**config.mk**
```make
export PLATFORM = sky130hd
export DESIGN_NAME = phase_resync_timer
export DESIGN_NICKNAME = d
export VERILOG_FILES = /design/src/rtl/resync_pkg.sv /design/src/rtl/resync_field_regs.sv /design/src/rtl/resync_period_gen.sv /design/src/rtl/resync_arm.sv /design/src/rtl/phase_resync_timer.sv
export SDC_FILE = /design/constraint.sdc
export NUM_CORES = 1
export LEC_CHECK = 0
export BUFFER_PORTS_ARGS = -buffer_cell sky130_fd_sc_hd__buf_4
export CAP_MARGIN = 20
export CORE_MARGIN = 3
export CORE_UTILIZATION = 50
export CTS_CLUSTER_DIAMETER = 100
export CTS_CLUSTER_SIZE = 20
export DETAILED_ROUTE_END_ITERATION = 10
export PLACE_DENSITY_LB_ADDON = 0.12
export REMOVE_ABC_BUFFERS = 1
export SKIP_CTS_REPAIR_TIMING = 1
export SYNTH_ARGS = -nofsm -noshare
export SYNTH_HDL_FRONTEND = slang
export SYNTH_SLANG_ARGS = --single-unit
```
**constraint.sdc**
```tcl
create_clock -name clk -period 3.3 [get_ports clk]
set_clock_uncertainty 0.2 [all_clocks]
set_input_delay 0.66 -clock clk [delete_from_list [all_inputs] [get_ports clk]]
set_output_delay 0.66 -clock clk [all_outputs]
set_load 0.01 [all_outputs]
```
**src/rtl/resync_pkg.sv**
```systemverilog
package resync_pkg;
    localparam int unsigned RS_CNT_W   = 4;
    localparam int unsigned RS_FIELD_W = 12;

    typedef enum logic [1:0] {
        ARM_IDLE = 2'd0,
        ARM_TWO  = 2'd1,
        ARM_ONE  = 2'd2
    } arm_state_e;
endpackage

```
**src/rtl/resync_field_regs.sv**
```systemverilog
module resync_field_regs #(
    parameter int unsigned FW = resync_pkg::RS_FIELD_W
) (
    input  logic          clk,
    input  logic          rst_n,
    input  logic          cfg_wr,
    input  logic          cfg_sel_delay,
    input  logic [FW-1:0] cfg_field,
    output logic [FW-1:0] delay_o,
    output logic [FW-1:0] modulus_o
);
    typedef struct packed {
        logic [FW-1:0] delay;
        logic [FW-1:0] modulus;
    } regs_t;

    regs_t regs_d, regs_q;

    always_comb begin
        regs_d = regs_q;
        if (cfg_wr) begin
            if (cfg_sel_delay) begin
                regs_d.delay = cfg_field;
            end else begin
                regs_d.modulus = cfg_field;
            end
        end
    end

    always_ff @(posedge clk or negedge rst_n) begin
        if (!rst_n) begin
            regs_q <= '0;
        end else begin
            regs_q <= regs_d;
        end
    end

    assign delay_o   = regs_q.delay;
    assign modulus_o = regs_q.modulus;

    // a delay write leaves the modulus alone, and the reverse
    p_keep_modulus_r3: assert property (@(posedge clk) disable iff (!rst_n)
        (cfg_wr && cfg_sel_delay) |=> (modulus_o == $past(modulus_o)));
    p_keep_delay_r3: assert property (@(posedge clk) disable iff (!rst_n)
        (cfg_wr && !cfg_sel_delay) |=> (delay_o == $past(delay_o)));
endmodule

```
**src/rtl/resync_period_gen.sv**
```systemverilog
module resync_period_gen #(
    parameter int unsigned CW = resync_pkg::RS_CNT_W,
    parameter int unsigned FW = resync_pkg::RS_FIELD_W
) (
    input  logic          clk,
    input  logic          rst_n,
    input  logic          tick,
    input  logic          restart,
    input  logic [CW-1:0] period_cnt,
    input  logic [FW-1:0] delay,
    input  logic [FW-1:0] modulus,
    output logic          en_o,
    output logic          event_o,
    output logic          sync_o,
    output logic          err_o
);
    typedef struct packed {
        logic [FW-1:0] inner;
        logic [CW-1:0] outer;
        logic [FW-1:0] mph;
        logic          sync;
        logic          err;
    } gen_t;

    gen_t gen_d, gen_q;

    logic          en;
    logic [FW-1:0] delay_last;
    logic [FW-1:0] mod_last;
    logic [CW-1:0] outer_limit;
    logic          inner_last;
    logic          outer_last;
    logic          mph_last;

    always_comb begin
        en          = (period_cnt != '0) && (delay != '0);
        delay_last  = delay - 1'b1;
        mod_last    = (modulus > FW'(1)) ? (modulus - 1'b1) : '0;
        outer_limit = period_cnt - 1'b1;
        inner_last  = (gen_q.inner >= delay_last);
        outer_last  = (gen_q.outer >= outer_limit);
        mph_last    = (gen_q.mph >= mod_last);

        gen_d      = gen_q;
        gen_d.sync = 1'b0;
        if (restart || !en) begin
            gen_d.inner = '0;
            gen_d.outer = '0;
            gen_d.mph   = '0;
            gen_d.err   = 1'b0;
        end else if (tick) begin
            gen_d.mph = mph_last ? '0 : (gen_q.mph + 1'b1);
            if (inner_last) begin
                gen_d.inner = '0;
                if (!mph_last) begin
                    gen_d.err = 1'b1;
                end
                if (outer_last) begin
                    gen_d.outer = '0;
                    gen_d.sync  = 1'b1;
                end else begin
                    gen_d.outer = gen_q.outer + 1'b1;
                end
            end else begin
                gen_d.inner = gen_q.inner + 1'b1;
            end
        end
    end

    always_ff @(posedge clk or negedge rst_n) begin
        if (!rst_n) begin
            gen_q <= '0;
        end else begin
            gen_q <= gen_d;
        end
    end

    assign en_o    = en;
    assign event_o = gen_d.sync;
    assign sync_o  = gen_q.sync;
    assign err_o   = gen_q.err;

    // inner counter stays below the programmed delay
    p_inner_bound_r1: assert property (@(posedge clk) disable iff (!rst_n)
        (delay != '0) |-> (gen_q.inner < delay));
    // pulses are isolated unless the period is a single tick
    p_sync_spacing_r1: assert property (@(posedge clk) disable iff (!rst_n)
        (sync_o && !(period_cnt == CW'(1) && delay == FW'(1))) |=> !sync_o);
    // no sync while disabled
    p_quiet_off_r2: assert property (@(posedge clk) disable iff (!rst_n)
        !en |=> !sync_o);
    // error flag holds until a configuration write
    p_err_sticky_r4: assert property (@(posedge clk) disable iff (!rst_n)
        (err_o && !restart && en) |=> err_o);
endmodule

```
**src/rtl/resync_arm.sv**
```systemverilog
module resync_arm
    import resync_pkg::*;
(
    input  logic clk,
    input  logic rst_n,
    input  logic en,
    input  logic commit,
    input  logic sync_event,
    output logic realign_o
);
    typedef struct packed {
        arm_state_e pend;
        logic       realign;
    } arm_t;

    arm_t arm_d, arm_q;

    always_comb begin
        arm_d         = arm_q;
        arm_d.realign = 1'b0;
        if (!en) begin
            arm_d.pend = ARM_IDLE;
        end else if (commit) begin
            arm_d.pend = ARM_TWO;
        end else if (sync_event) begin
            case (arm_q.pend)
                ARM_TWO: arm_d.pend = ARM_ONE;
                ARM_ONE: begin
                    arm_d.pend    = ARM_IDLE;
                    arm_d.realign = 1'b1;
                end
                default: arm_d.pend = ARM_IDLE;
            endcase
        end
    end

    always_ff @(posedge clk or negedge rst_n) begin
        if (!rst_n) begin
            arm_q <= '{pend: ARM_IDLE, realign: 1'b0};
        end else begin
            arm_q <= arm_d;
        end
    end

    assign realign_o = arm_q.realign;

    // one-cycle strobe
    p_realign_width_r6: assert property (@(posedge clk) disable iff (!rst_n)
        realign_o |=> !realign_o);
    // nothing fires while nothing is pending
    p_no_realign_idle_r6: assert property (@(posedge clk) disable iff (!rst_n)
        (arm_q.pend == ARM_IDLE) |=> !realign_o);
endmodule

```
**src/rtl/phase_resync_timer.sv**
```systemverilog
module phase_resync_timer #(
    parameter int unsigned CW = resync_pkg::RS_CNT_W,
    parameter int unsigned FW = resync_pkg::RS_FIELD_W
) (
    input  logic          clk,
    input  logic          rst_n,
    input  logic          ref_tick,
    input  logic          commit_evt,
    input  logic [CW-1:0] resync_cnt,
    input  logic          cfg_wr,
    input  logic          cfg_sel_delay,
    input  logic [FW-1:0] cfg_field,
    output logic          sync_o,
    output logic          realign_o,
    output logic          delay_err_o
);
    logic [FW-1:0] delay_w;
    logic [FW-1:0] modulus_w;
    logic          en_w;
    logic          event_w;

    resync_field_regs #(.FW(FW)) u_regs (
        .clk          (clk),
        .rst_n        (rst_n),
        .cfg_wr       (cfg_wr),
        .cfg_sel_delay(cfg_sel_delay),
        .cfg_field    (cfg_field),
        .delay_o      (delay_w),
        .modulus_o    (modulus_w)
    );

    resync_period_gen #(.CW(CW), .FW(FW)) u_gen (
        .clk       (clk),
        .rst_n     (rst_n),
        .tick      (ref_tick),
        .restart   (cfg_wr),
        .period_cnt(resync_cnt),
        .delay     (delay_w),
        .modulus   (modulus_w),
        .en_o      (en_w),
        .event_o   (event_w),
        .sync_o    (sync_o),
        .err_o     (delay_err_o)
    );

    resync_arm u_arm (
        .clk       (clk),
        .rst_n     (rst_n),
        .en        (en_w),
        .commit    (commit_evt),
        .sync_event(event_w),
        .realign_o (realign_o)
    );

    // realignment always coincides with a sync pulse
    p_realign_on_sync_r5: assert property (@(posedge clk) disable iff (!rst_n)
        realign_o |-> sync_o);
endmodule

```
==> metrics <==
worst skew pair latency ~340 ps; multi-input logic area 2250 um^2; final std cells w/o fill approximately 530; Die ar. around 8600 um^2; Rel. slew slack 0.509; register clock-pin slew on the reported worst setup and hold paths ~70 ps; status finished, final reports clean; DRC Markers 0; Yosys cell types 48; fmax ~320 MHz; clock sink total 57; wire length per cell about 15 um; CP Max Fanout 11; Final Max Slew Viols 0; Leak Pwr roughly 2.1 nW; Buffers on Ports 24; vias in the first global route ~2800; syn_area_per_cell ~9.6 um^2; via count 2945; R2R depth 11; layout cell share with drive strength beyond 1 0.188; peak supply drop 0.285 mV; Worst-Margin Slew ~740 ps; Total Routing Usage GR 0.199; FF-to-FF Start u_regs.modulus_o[8]$_DFFE_PN0P_; end-of-flow core utilization 0.611; die span in y a little over 90 um; sequential area share after synthesis 0.379; most common flop cell mapped by yosys dfrtp_1; DRT Pass-1 Iters 4; unrepaired setup endpoints after global routing true; global-route wire length before repair about 14000 um; grt ovf 0; final period demand of the worst path about 3100 ps; hold crit path type in2async; Tcrit/Tclk final 0.947; CTS buffer count 9; area delta synth->final 14.6%; Fin. Hold Viols 0; TritonCTS clock tree done; initial antenna violation count 0; fillers about 610; Routed WL between 8000 and 9000 um; critical path capture point type flip-flop; Post-synth EDFFs 0; Starting Density 0.533; crit path kind reg2reg; synth warn 0; Die Wd about 93 um; Synth Cell Area around 3800 um^2; Rows 30; Worst EP arrival ~3200 ps; Core Region 7060 um^2; clock buffer depth 2; WP data required roughly 3400 ps; vias per inst 5.60; post-route antenna net violation count 0; pwr dens between 400 and 500 nW/um^2; total power 0.00187 W; H-Tree Depth 3; Post-Place Cells 509; post-synthesis register bit count 57; # diodes 0; Syn Inst Count 393; clock root cell clkbuf_8; # Max-Cap Violations 0; pin count of the biggest net entering global routing 58; Worst Setup SP u_regs.modulus_o[8]$_DFFE_PN0P_; nets 483; storage element area approximately 1400 um^2; Iter 0 DRT Violations around 120; Hold Slack roughly 180 ps; Top Ports 25; Critical Path Source Type flip-flop; routability cong. 0.775; # setup viols final 0; async set-reset flop share out of synthesis 1.00; post-DP HPWL between 5000 and 6000 um
==> synthesized netlist by cell type (all sizes together) (3+ instances only) <==
library cell,count,share of area
buf,7,0.013
nand3b,7,0.014
and3,14,0.023
a21o,11,0.022
xnor2,9,0.021
nand2b,9,0.016
nand4,3,0.0050
xor2,13,0.030
inv,14,0.014
nor3b,9,0.018
a211o,3,0.0070
clkbuf,5,0.0050
nand2,47,0.047
nor3,10,0.015
nand3,12,0.017
ha,36,0.12
mux2,22,0.066
dfrtp,57,0.38
a21oi,13,0.017
a31oi,20,0.033
nor2,25,0.026
and2,4,0.0067
o21ai,16,0.021
nor4,6,0.017
==> registers in the layout, indices dropped and copies added, names as in the netlist <==
register,flops
u_gen.sync_o,1
u_gen.err_o,1
u_gen.gen_q,28
u_regs.modulus_o,12
u_arm.arm_q,2
u_arm.realign_o,1
u_regs.delay_o,12
==> layout by cell type (no fill, tap or decap), drive strengths merged, types with 16 or more instances in the layout <==
master,n
a31oi,20
buf,33
dfrtp,57
ha,36
mux2,22
nand2,47
nor2,25
o21ai,16
==> report_power, final <==
part           leakage [nW]  internal (W)  total (W)  switching [W]
Clock                 0.107      0.000410   0.000690       0.000280
Sequential            0.736      0.000751   0.000822      0.0000715
Combinational          1.24      0.000171   0.000358       0.000187
==> cells by family after synthesis <==
group                      after synthesis  synth area share
buffers and inverters                   26            0.0316
AOI/OAI and AO/OA                       77             0.134
xor gates and xnor gates                22            0.0512
muxes                                   23            0.0685
and+or+nand+nor                        152             0.216
adders and majority gates               36             0.120
DFF                                     57             0.379
==> worst paths after layout <==
path                                            endpoint  slack, ps
setup / recovery             u_gen.gen_q[13]$_DFFE_PN0P_        180
hold / removal                    u_gen.sync_o$_DFF_PN0_        180
setup reg to reg             u_gen.gen_q[13]$_DFFE_PN0P_        180
hold reg to reg                u_arm.realign_o$_DFF_PN0_        270
max in group asynchronous  u_regs.delay_o[1]$_DFFE_PN0P_       2220
min in group clk               u_arm.realign_o$_DFF_PN0_        270
==> layer usage <==
metal	global-route usage	wire, um	vias up
li1	-	-	1488
met1	0.284	3980	1392
met2	0.303	3610	58
met3	0.0301	346	7
met4	0.0769	87	0
met5	0	0	-
==> critical path, cell delays in order (launching register included) <==
cell	delay [ps]
dfrtp_1	440
or4_1	590
nor2_1	180
a31oi_1	110
ha_1	270
nand2b_1	130
a21o_1	180
a211o_1	300
a21oi_2	170
buf_4	210
nand3b_1	90
a31oi_1	170
==> area by class of cell <==
class	count	area share
multi-input cells	310	0.523
flip-flops and latches	57	0.331
repair buffers	33	0.0583
well taps	96	0.0279
clock buffers	14	0.0400
inverters	14	0.0122
clock inverters	2	0.00813
==> stage by stage <==
step	setup WS, ps	instance area, um^2	TNS, ps
4_1_cts	129	4260	0
3_5_place_dp	127	4060	0
2_1_floorplan	-234	3690	-2860
6_report	176	4310	0
5_1_grt	-83.3	4310	-435
3_3_place_gp	231	4060	0
Power figures use the tool's default switching activity.
